[src/rtl/pm_pkg.sv]
package pm_pkg;
  localparam int REG_W    = 5;
  localparam int NUM_REGS = 1 << REG_W;

  typedef struct packed {
    logic             used;
    logic             is_fp;
    logic [REG_W-1:0] key;
    logic [REG_W-1:0] src;
    logic             inv;
    logic             zero;
  } slot_t;

  typedef struct packed {
    logic             en;
    logic [REG_W-1:0] src;
    logic             inv;
    logic             zero;
  } tab_t;
endpackage

[src/rtl/pm_slot_store.sv]
module pm_slot_store
  import pm_pkg::*;
#(
  parameter int NUM_SLOTS = 16,
  localparam int IDX_W = $clog2(NUM_SLOTS)
) (
  input  logic             clk,
  input  logic             rst_n,
  input  logic             busy,
  input  logic             wr_en,
  input  logic [IDX_W-1:0] wr_idx,
  input  slot_t            wr_slot,
  input  logic [IDX_W-1:0] rd_idx,
  output slot_t            rd_slot
);
  slot_t [NUM_SLOTS-1:0] slots;
  logic wr_take;

  assign wr_take = wr_en && !busy;

  always_ff @(posedge clk or negedge rst_n) begin
    if (!rst_n) slots <= '0;
    else if (wr_take) slots[wr_idx] <= wr_slot;
  end

  assign rd_slot = slots[rd_idx];

  AST_BUSY_WR_IGNORED: assert property (@(posedge clk) disable iff (!rst_n)
    (busy && wr_en) |=> $stable(slots));
endmodule

[src/rtl/pm_seq.sv]
module pm_seq #(
  parameter int NUM_SLOTS = 16,
  localparam int IDX_W = $clog2(NUM_SLOTS)
) (
  input  logic             clk,
  input  logic             rst_n,
  input  logic             rebuild,
  output logic             busy,
  output logic             clr,
  output logic             apply,
  output logic [IDX_W-1:0] apply_idx
);
  typedef enum logic [1:0] {S_IDLE, S_CLR, S_APPLY} st_t;
  st_t st;
  logic [IDX_W-1:0] cnt;
  logic apply_last;

  assign busy       = (st != S_IDLE);
  assign clr        = (st == S_CLR);
  assign apply      = (st == S_APPLY);
  assign apply_idx  = cnt;
  assign apply_last = apply && (cnt == IDX_W'(NUM_SLOTS - 1));

  always_ff @(posedge clk or negedge rst_n) begin
    if (!rst_n) begin
      st  <= S_IDLE;
      cnt <= '0;
    end else begin
      case (st)
        S_IDLE:  if (rebuild) st <= S_CLR;
        S_CLR:   begin st <= S_APPLY; cnt <= '0; end
        S_APPLY: begin
          if (apply_last) st <= S_IDLE;
          else cnt <= cnt + 1'b1;
        end
        default: st <= S_IDLE;
      endcase
    end
  end

  AST_REBUILD_STARTS: assert property (@(posedge clk) disable iff (!rst_n)
    (rebuild && !busy) |=> clr);
  AST_BUSY_ENDS_LAST: assert property (@(posedge clk) disable iff (!rst_n)
    $fell(busy) |-> $past(apply_last));
endmodule

[src/rtl/pm_bank.sv]
module pm_bank
  import pm_pkg::*;
(
  input  logic                clk,
  input  logic                rst_n,
  input  logic                clr,
  input  logic                wr,
  input  logic [REG_W-1:0]    wr_key,
  input  tab_t                wr_ent,
  input  logic [REG_W-1:0]    rd_key,
  output tab_t                rd_ent,
  output logic [NUM_REGS-1:0] en_vec
);
  tab_t [NUM_REGS-1:0] tab;

  always_ff @(posedge clk or negedge rst_n) begin
    if (!rst_n)   tab <= '0;
    else if (clr) tab <= '0;
    else if (wr)  tab[wr_key] <= wr_ent;
  end

  for (genvar r = 0; r < NUM_REGS; r++) begin : g_en
    assign en_vec[r] = tab[r].en;
  end

  assign rd_ent = tab[rd_key];

  AST_CLR_EMPTIES: assert property (@(posedge clk) disable iff (!rst_n)
    clr |=> (en_vec == '0));
endmodule

[src/rtl/pred_map_table.sv]
module pred_map_table
  import pm_pkg::*;
#(
  parameter int NUM_SLOTS = 16,
  parameter int XLEN      = 32,
  localparam int IDX_W = $clog2(NUM_SLOTS)
) (
  input  logic             clk,
  input  logic             rst_n,
  input  logic             wr_en,
  input  logic [IDX_W-1:0] wr_idx,
  input  logic             wr_used,
  input  logic             wr_is_fp,
  input  logic [REG_W-1:0] wr_key,
  input  logic [REG_W-1:0] wr_src,
  input  logic             wr_inv,
  input  logic             wr_zero,
  input  logic             rebuild,
  output logic             busy,
  input  logic             lk_is_fp,
  input  logic [REG_W-1:0] lk_reg,
  output logic [REG_W-1:0] rf_addr,
  input  logic [XLEN-1:0]  rf_data,
  output logic [XLEN-1:0]  lk_mask,
  output logic             lk_zero
);
  function automatic logic [XLEN-1:0] eff_mask(input logic en, input logic inv,
                                               input logic [XLEN-1:0] raw);
    if (!en)     return '1;
    else if (inv) return ~raw;
    else          return raw;
  endfunction

  slot_t            wr_slot, cur_slot;
  logic             clr, apply;
  logic [IDX_W-1:0] apply_idx;
  tab_t             apply_ent;
  tab_t             bank_rd [2];
  logic [NUM_REGS-1:0] bank_en [2];
  tab_t             sel;

  assign wr_slot = '{used: wr_used, is_fp: wr_is_fp, key: wr_key,
                     src: wr_src, inv: wr_inv, zero: wr_zero};

  pm_seq #(.NUM_SLOTS(NUM_SLOTS)) u_seq (
    .clk(clk), .rst_n(rst_n), .rebuild(rebuild), .busy(busy),
    .clr(clr), .apply(apply), .apply_idx(apply_idx)
  );

  pm_slot_store #(.NUM_SLOTS(NUM_SLOTS)) u_store (
    .clk(clk), .rst_n(rst_n), .busy(busy), .wr_en(wr_en), .wr_idx(wr_idx),
    .wr_slot(wr_slot), .rd_idx(apply_idx), .rd_slot(cur_slot)
  );

  assign apply_ent = '{en: 1'b1, src: cur_slot.src, inv: cur_slot.inv,
                       zero: cur_slot.zero};

  for (genvar b = 0; b < 2; b++) begin : g_bank
    logic bank_wr;
    assign bank_wr = apply && cur_slot.used && (cur_slot.is_fp == 1'(b));
    pm_bank u_bank (
      .clk(clk), .rst_n(rst_n), .clr(clr), .wr(bank_wr),
      .wr_key(cur_slot.key), .wr_ent(apply_ent), .rd_key(lk_reg),
      .rd_ent(bank_rd[b]), .en_vec(bank_en[b])
    );
  end

  assign sel     = bank_rd[lk_is_fp];
  assign rf_addr = sel.src;
  assign lk_mask = eff_mask(sel.en, sel.inv, rf_data);
  assign lk_zero = sel.en & sel.zero;

  AST_TABLE_FROZEN: assert property (@(posedge clk) disable iff (!rst_n)
    !busy |=> ($stable(bank_en[0]) && $stable(bank_en[1])));
endmodule

[config.mk]
export PLATFORM = sky130hd
export DESIGN_NAME = pred_map_table
export DESIGN_NICKNAME = d
export VERILOG_FILES = /design/src/rtl/pm_pkg.sv /design/src/rtl/pm_slot_store.sv /design/src/rtl/pm_seq.sv /design/src/rtl/pm_bank.sv /design/src/rtl/pred_map_table.sv
export SDC_FILE = /design/constraint.sdc
export NUM_CORES = 1
export LEC_CHECK = 0
export ABC_AREA = 1
export BUFFER_PORTS_ARGS = -buffer_cell sky130_fd_sc_hd__buf_2
export CAP_MARGIN = 20
export CORE_AREA = 2 2 220 385
export CTS_CLUSTER_DIAMETER = 50
export DETAILED_ROUTE_END_ITERATION = 7
export DIE_AREA = 0 0 222 387
export PLACE_DENSITY = 0.6
export SYNTH_ARGS = -nofsm -noshare
export SYNTH_HDL_FRONTEND = slang
export SYNTH_HIERARCHICAL = 1
export SYNTH_SLANG_ARGS = --single-unit
export TNS_END_PERCENT = 30
[constraint.sdc]
create_clock -name clk -period 3.1 [get_ports clk]
set_input_delay 0 -clock clk [delete_from_list [all_inputs] [get_ports clk]]
set_output_delay 0 -clock clk [all_outputs]
set_load 0.02 [all_outputs]
==> results of run 1 <==
power groups by stage:
stage	Combinational (mW)	Sequential (mW)	Clock, mW
global placement	10.8	12.4	0
floorplan	6.86	12.2	0
finish	11.1	12.3	9.41
CTS	11.0	12.3	9.61
detailed placement	10.9	12.4	0
global route	12.2	12.5	9.95
worst max-delay path by stage:
| stage | startpoint | end | slack, ns | depth (start not counted) |
|---|---|---|---|---|
| floorplan | u_seq/apply_idx[0]$_DFFE_PN0P_ | g_bank[0].u_bank/tab[114]$_DFFE_PN0P_ | 0.55 | 16 |
| global placement | u_seq/apply_idx[0]$_DFFE_PN0P_ | g_bank[1].u_bank/tab[182]$_DFFE_PN0P_ | -0.003 | 16 |
| detailed placement | u_seq/apply_idx[0]$_DFFE_PN0P_ | g_bank[1].u_bank/en_vec[22]$_DFFE_PN0P_ | -0.04 | 16 |
| CTS | u_seq/apply_idx[0]$_DFFE_PN0P_ | g_bank[0].u_bank/tab[243]$_DFFE_PN0P_ | 0.007 | 15 |
| global route | u_seq/apply_idx[0]$_DFFE_PN0P_ | g_bank[1].u_bank/tab[117]$_DFFE_PN0P_ | 0.007 | 17 |
| finish | g_bank[1].u_bank/tab[57]$_DFFE_PN0P_ | lk_mask[6] | 0.16 | 12 |
registers in the layout (all words and copies together), names as in the netlist:
signal,flops
u_seq/apply_idx,4
u_seq/st,2
g_bank.u_bank/tab,448
g_bank.u_bank/en_vec,64
u_store/slots,224
timing repair:
item,4_1_cts,5_1_grt
hold buffers,20,0
resized for setup,3,23
endpoints found under the hold margin,787,0
setup buffers,0,3
setup endpoints to repair,13,221
cloned,0,0
pin swaps,0,1
metal layers:
layer  part of all wire, %  wire length (um)  vias up
li1                      -                 -    15587
met1                    40             45600    15599
met2                    51             58700      880
met3                   3.9              4450      229
met4                   4.8              5460        0
met5                     0                 0        -
stage by stage:
| stage | instance area, um^2 | power [mW] |
|---|---|---|
| 6_report | 41200 | 32.8 |
| 3_5_place_dp | 38300 | 23.4 |
| 5_1_grt | 41200 | 34.7 |
| 4_1_cts | 41100 | 32.9 |
| 3_3_place_gp | 38300 | 23.2 |
| 2_1_floorplan | 36500 | 19.1 |
layout make-up:
cell class | count | area [um^2]
fillers | 8267 | 41600
flip-flops and latches | 742 | 18600
multi-input cells | 3320 | 15300
repair buffers | 281 | 2460
clock buffers | 110 | 2220
well taps | 1065 | 1330
inverters | 272 | 1050
clock inverters | 29 | 319
worst max-delay path: cells and delay by family (launching register included):
kind,cells,cell delay (ns)
flops,1,0.34
buf+inv,1,0.18
simple gates,11,1.75
==> reports/qor.csv, run 1 <==
metric;value;unit
Max-cap violations;0;
Register-to-Register Path Depth;13;
overall die width;222;um
areal power density over the cells;796;nW/um^2
worst-path fanout max;32;
critical path's largest stage delay;0.42;ns
part of the cycle the worst path needs;94.7;%
number of design-rule violations left by the first detailed-router iteration;3102;
half-perimeter wire length after placement;70300;um
average wire length per cell after detail routing;19.6;um
drt pass-1 iters;6;
Setup crit end kind;output pin;
Setup Slack @ Placement;-0.0378;ns
type of the tightest min-delay check;in -> reg;
number of global-route vias before repair;30936;
GPL Wtd Cong;0.868;
maximum level of the CTS H-tree;3;
IO buf count;98;
setup repair after global routing missed its margin;false;
share of layout cells above drive strength 1;9.66;%
Hold WS;0.0647;ns
M1 GR Usage;31.9;%
most frequent standard cell in the layout excluding fill and tap cells;nand2_1;
DP Cell Count;5657;
minimum setup slack in the final design;0.163;ns
number of endpoints failing setup at the final stage;0;
clock power share;28.7;%
wire length of the first global-routing pass;180000;um
# rows;140;
Num CTS Buffers;76;
total length of routed wires;114000;um
peak supply drop;0.000628;V
area of the die;85900;um^2
critical path data arrival time;2.94;ns
time the worst path needs with I/O delays and setup;2.94;ns
GRT Resource Usage Total;26.5;%
gr busiest metal;met2;
routing usage on met3;2.85;%
worst r2r dst;g_bank[0].u_bank/tab[108]$_DFFE_PN0P_;
drc violations;0;
Die Y;387;um
run status;completed;
number of slew-limit violations in the final report;0;
clock tree from TritonCTS;built;
required time at the worst-slack endpoint;3.10;ns
area growth from synthesis to final layout;12.8;%
Reg-to-Reg Start;u_seq/apply_idx[0]$_DFFE_PN0P_;
antenna violations before repair;0;
maximum number of pins on one net before global-route repair;105;
clock insertion delay at the later pin of the skew report;0.67;ns
final count of hold timing violations;0;
total global routing overflow;0;
Sum Neg Setup Slack;0;ns
Clock Pin Slew Worst Setup and Hold Paths;0.07;ns
post-synthesis instance area;36500;um^2
Worst Hold Path Cells;5;
antenna cell count;0;
clock tree sinks;742;
Max Buffers Root-to-Sink;3;
cell-by-cell listing of the critical path;nand2_1 -> nand3_1 -> nand3_1 -> nand2_1 -> nand2_1 -> nand2_1 -> nand2_1 -> nand2_1 -> nand2_2 -> nand3_1 -> nand3_1 -> buf_2;
combinational share of power;33.8;%
fin nets;4754;
maximum clock frequency;340;MHz
master cell of the clock root buffer;clkbuf_16;
utilization after layout;49.7;%
Slew @ Worst Pin;0.728;ns
cell occurring most often along the worst timing path;nand2_1;
startpoint type of the worst setup path;register;
worst hold endpoint;u_store/slots[197]$_DFFE_PN0P_;
total via count after detailed routing;32295;
global routing met2 resource utilization;47.2;%
startpoint-to-endpoint class of the critical path;reg -> out;
internal portion of total power;19.7;mW
core area;82900;um^2
Via-to-Cell Ratio;5.55;
Switching Power;13.1;mW
power share of the sequential group;37.5;%
startpoint of the tightest hold check path;wr_idx[3];
setup skew after layout;0.0337;ns
cell at the slowest stage of the critical path;nand2_2;
switching power as a share of total power;39.8;%
I/O pin count;99;
number of nets with antenna violations after routing;0;
leakage power;19.3;nW
syn avg cell area;7.73;um^2
number of warnings printed during yosys synthesis;6;
Initial Util;44.1;%
non-filler instance count after layout;5819;
most used cells in the layout excluding fill and tap cells;1316 x nand2_1, 1177 x nand3_1, 740 x dfrtp_1;
number of instances in the synthesized netlist;4726;
reg2reg setup slack;0.23;ns
Slew headroom;51.3;%
Note: power is estimated with default switching activity, not from simulation.
==> run 2: changes to the inputs <==
--- a/config.mk
+++ b/config.mk
@@ -12,7 +12,8 @@
 export CTS_CLUSTER_DIAMETER = 50
 export DETAILED_ROUTE_END_ITERATION = 7
 export DIE_AREA = 0 0 222 387
-export PLACE_DENSITY = 0.6
+export MAX_ROUTING_LAYER = met4
+export PLACE_DENSITY = 0.62
 export SYNTH_ARGS = -nofsm -noshare
 export SYNTH_HDL_FRONTEND = slang
 export SYNTH_HIERARCHICAL = 1
==> constraint.sdc (replaced) <==
create_clock -name clk -period 3.1 [get_ports clk]
set_input_delay 0 -clock clk [delete_from_list [all_inputs] [get_ports clk]]
set_output_delay 0 -clock clk [all_outputs]
set_load 0.01 [all_outputs]
==> run 2 against run 1 <==
Against the previous run: worst setup slack better by 0.010 ns; sequential power hardly changed; total power hardly changed; largest cell class unchanged; largest power group unchanged; register-to-register slack worse by 0.06 ns; clock skew is 0.012 ns higher; sequential share of layout area is 0.14 points higher; wire length is 0.86% lower; maximum frequency is 0.34% higher; critical path type is now reg -> reg.
==> reports/qor.csv, run 2 (synthesis results as in run 1) <==
metric;value;unit
run status;completed;
Slew @ Worst Pin;0.750;ns
share of layout cells above drive strength 1;9.69;%
Reg-to-Reg Start;u_seq/apply_idx[0]$_DFFE_PN0P_;
antenna violations before repair;0;
final count of hold timing violations;0;
startpoint type of the worst setup path;register;
clock tree sinks;742;
IO buf count;98;
maximum level of the CTS H-tree;3;
setup repair after global routing missed its margin;true;
area of the die;85900;um^2
power share of the sequential group;37.5;%
startpoint of the tightest hold check path;wr_idx[2];
required time at the worst-slack endpoint;3.60;ns
most used cells in the layout excluding fill and tap cells;1311 x nand2_1, 1177 x nand3_1, 740 x dfrtp_1;
drt pass-1 iters;6;
leakage power;19.2;nW
total via count after detailed routing;32767;
GRT Resource Usage Total;27.1;%
master cell of the clock root buffer;clkbuf_16;
Setup crit end kind;register;
Die Y;387;um
I/O pin count;99;
critical path data arrival time;3.43;ns
maximum number of pins on one net before global-route repair;112;
# rows;140;
peak supply drop;0.000583;V
number of global-route vias before repair;31618;
average wire length per cell after detail routing;19.5;um
area growth from synthesis to final layout;12.4;%
non-filler instance count after layout;5811;
Via-to-Cell Ratio;5.64;
wire length of the first global-routing pass;180000;um
drc violations;0;
register with the highest flop count;g_bank.u_bank/tab;
Hold WS;0.0693;ns
clock insertion delay at the later pin of the skew report;0.66;ns
Register-to-Register Path Depth;13;
Initial Util;44.1;%
areal power density over the cells;798;nW/um^2
type of the tightest min-delay check;in -> reg;
number of slew-limit violations in the final report;0;
total length of routed wires;113000;um
most frequent standard cell in the layout excluding fill and tap cells;nand2_1;
fin nets;4753;
Max-cap violations;0;
number of endpoints failing setup at the final stage;0;
setup skew after layout;0.0454;ns
maximum clock frequency;342;MHz
Switching Power;13.0;mW
max FFs per register;448;
number of nets with antenna violations after routing;0;
Max Buffers Root-to-Sink;3;
Clock Pin Slew Worst Setup and Hold Paths;0.07;ns
Slew headroom;49.8;%
Worst Hold Path Cells;6;
filler instances;8176;
core area;82900;um^2
half-perimeter wire length after placement;69900;um
clock power share;29.0;%
startpoint-to-endpoint class of the critical path;reg -> reg;
clock tree from TritonCTS;built;
total power draw;32.8;mW
internal portion of total power;19.8;mW
combinational share of power;33.5;%
worst hold endpoint;u_store/slots[41]$_DFFE_PN0P_;
total global routing overflow;0;
antenna cell count;0;
Num CTS Buffers;75;
switching power as a share of total power;39.6;%
overall die width;222;um
reg2reg setup slack;0.17;ns
DP Cell Count;5656;
part of the cycle the worst path needs;94.4;%
GPL Wtd Cong;0.873;
worst-path fanout max;39;
time the worst path needs with I/O delays and setup;2.93;ns
worst r2r dst;g_bank[1].u_bank/tab[218]$_DFFE_PN0P_;
number of design-rule violations left by the first detailed-router iteration;3067;
-- run 2: repair_timing --
action | in CTS | in global routing
endpoints found under the setup margin | 75 | 292
cloned | 0 | 0
buffers inserted | 0 | 6
hold buffers | 18 | 0
endpoints found under the hold margin | 726 | 0
pin swaps | 0 | 3
resized for setup | 3 | 32
-- run 2: worst max-delay path: stages (launching register included) --
cell	delay, ns
dfrtp_4	0.51
inv_4	0.16
buf_12	0.23
nand2_1	0.07
nand3_1	0.07
nand3_1	0.09
nand3_1	0.11
nand2_1	0.30
inv_1	0.31
nand3_1	0.11
inv_1	0.19
nand2_1	0.34
nand3_1	0.15
o21ai_0	0.10
-- run 2: how the worst max path moves through the flow --
stage | startpoint | to | slack [ns] | depth (start not counted)
2_1_floorplan | u_seq/apply_idx[0]$_DFFE_PN0P_ | g_bank[0].u_bank/tab[114]$_DFFE_PN0P_ | 0.55 | 16
3_5_place_dp | u_seq/apply_idx[0]$_DFFE_PN0P_ | g_bank[1].u_bank/tab[89]$_DFFE_PN0P_ | -0.12 | 14
6_report | u_seq/apply_idx[0]$_DFFE_PN0P_ | g_bank[1].u_bank/tab[218]$_DFFE_PN0P_ | 0.17 | 13
4_1_cts | u_seq/apply_idx[0]$_DFFE_PN0P_ | g_bank[0].u_bank/tab[68]$_DFFE_PN0P_ | -0.005 | 14
5_1_grt | u_seq/apply_idx[0]$_DFFE_PN0P_ | g_bank[1].u_bank/tab[219]$_DFFE_PN0P_ | -0.11 | 13
3_3_place_gp | u_seq/apply_idx[0]$_DFFE_PN0P_ | g_bank[1].u_bank/en_vec[11]$_DFFE_PN0P_ | -0.13 | 14
-- run 2: cell type report --
| cell class | count | area, um^2 | area share [%] |
|---|---|---|---|
| Multi-Input combinational cell | 3320 | 15300 | 37.2 |
| Sequential cell | 742 | 18600 | 45.2 |
| Clock buffer | 112 | 2230 | 5.42 |
| Clock inverter | 19 | 298 | 0.725 |
| Timing Repair Buffer | 281 | 2330 | 5.67 |
| Inverter | 272 | 1050 | 2.55 |
| Tap cell | 1065 | 1330 | 3.24 |
-- run 2: layer usage --
metal / track usage (%) / wire [um] / vias to the layer above
li1: - / - / 15584
met1: 31.9 / 45100 / 15874
met2: 46.2 / 57400 / 1027
met3: 2.72 / 5230 / 282
met4: 13.7 / 5650 / 0
met5: - / 0 / -
-- run 2: through the flow --
stage / setup WS (ns) / utilization, % / TNS (ns) / area, um^2
2_1_floorplan: 0.548 / - / 0 / 36500
3_3_place_gp: -0.129 / 46.1 / -3.50 / 38200
3_5_place_dp: -0.124 / 46.1 / -4.13 / 38200
4_1_cts: -0.00475 / 49.4 / -0.00475 / 40900
5_1_grt: -0.107 / 49.6 / -0.917 / 41100
6_report: 0.173 / 49.6 / 0 / 41100
-- run 2: power groups by stage --
| stage | Combinational [mW] | Clock [mW] | Sequential (mW) |
|---|---|---|---|
| final | 11.0 | 9.50 | 12.3 |
| after global routing | 12.1 | 10.0 | 12.5 |
| after CTS | 10.8 | 9.70 | 12.3 |
| after detailed placement | 10.8 | 0 | 12.4 |
| after global placement | 10.7 | 0 | 12.4 |
| after floorplan | 6.82 | 0 | 12.2 |
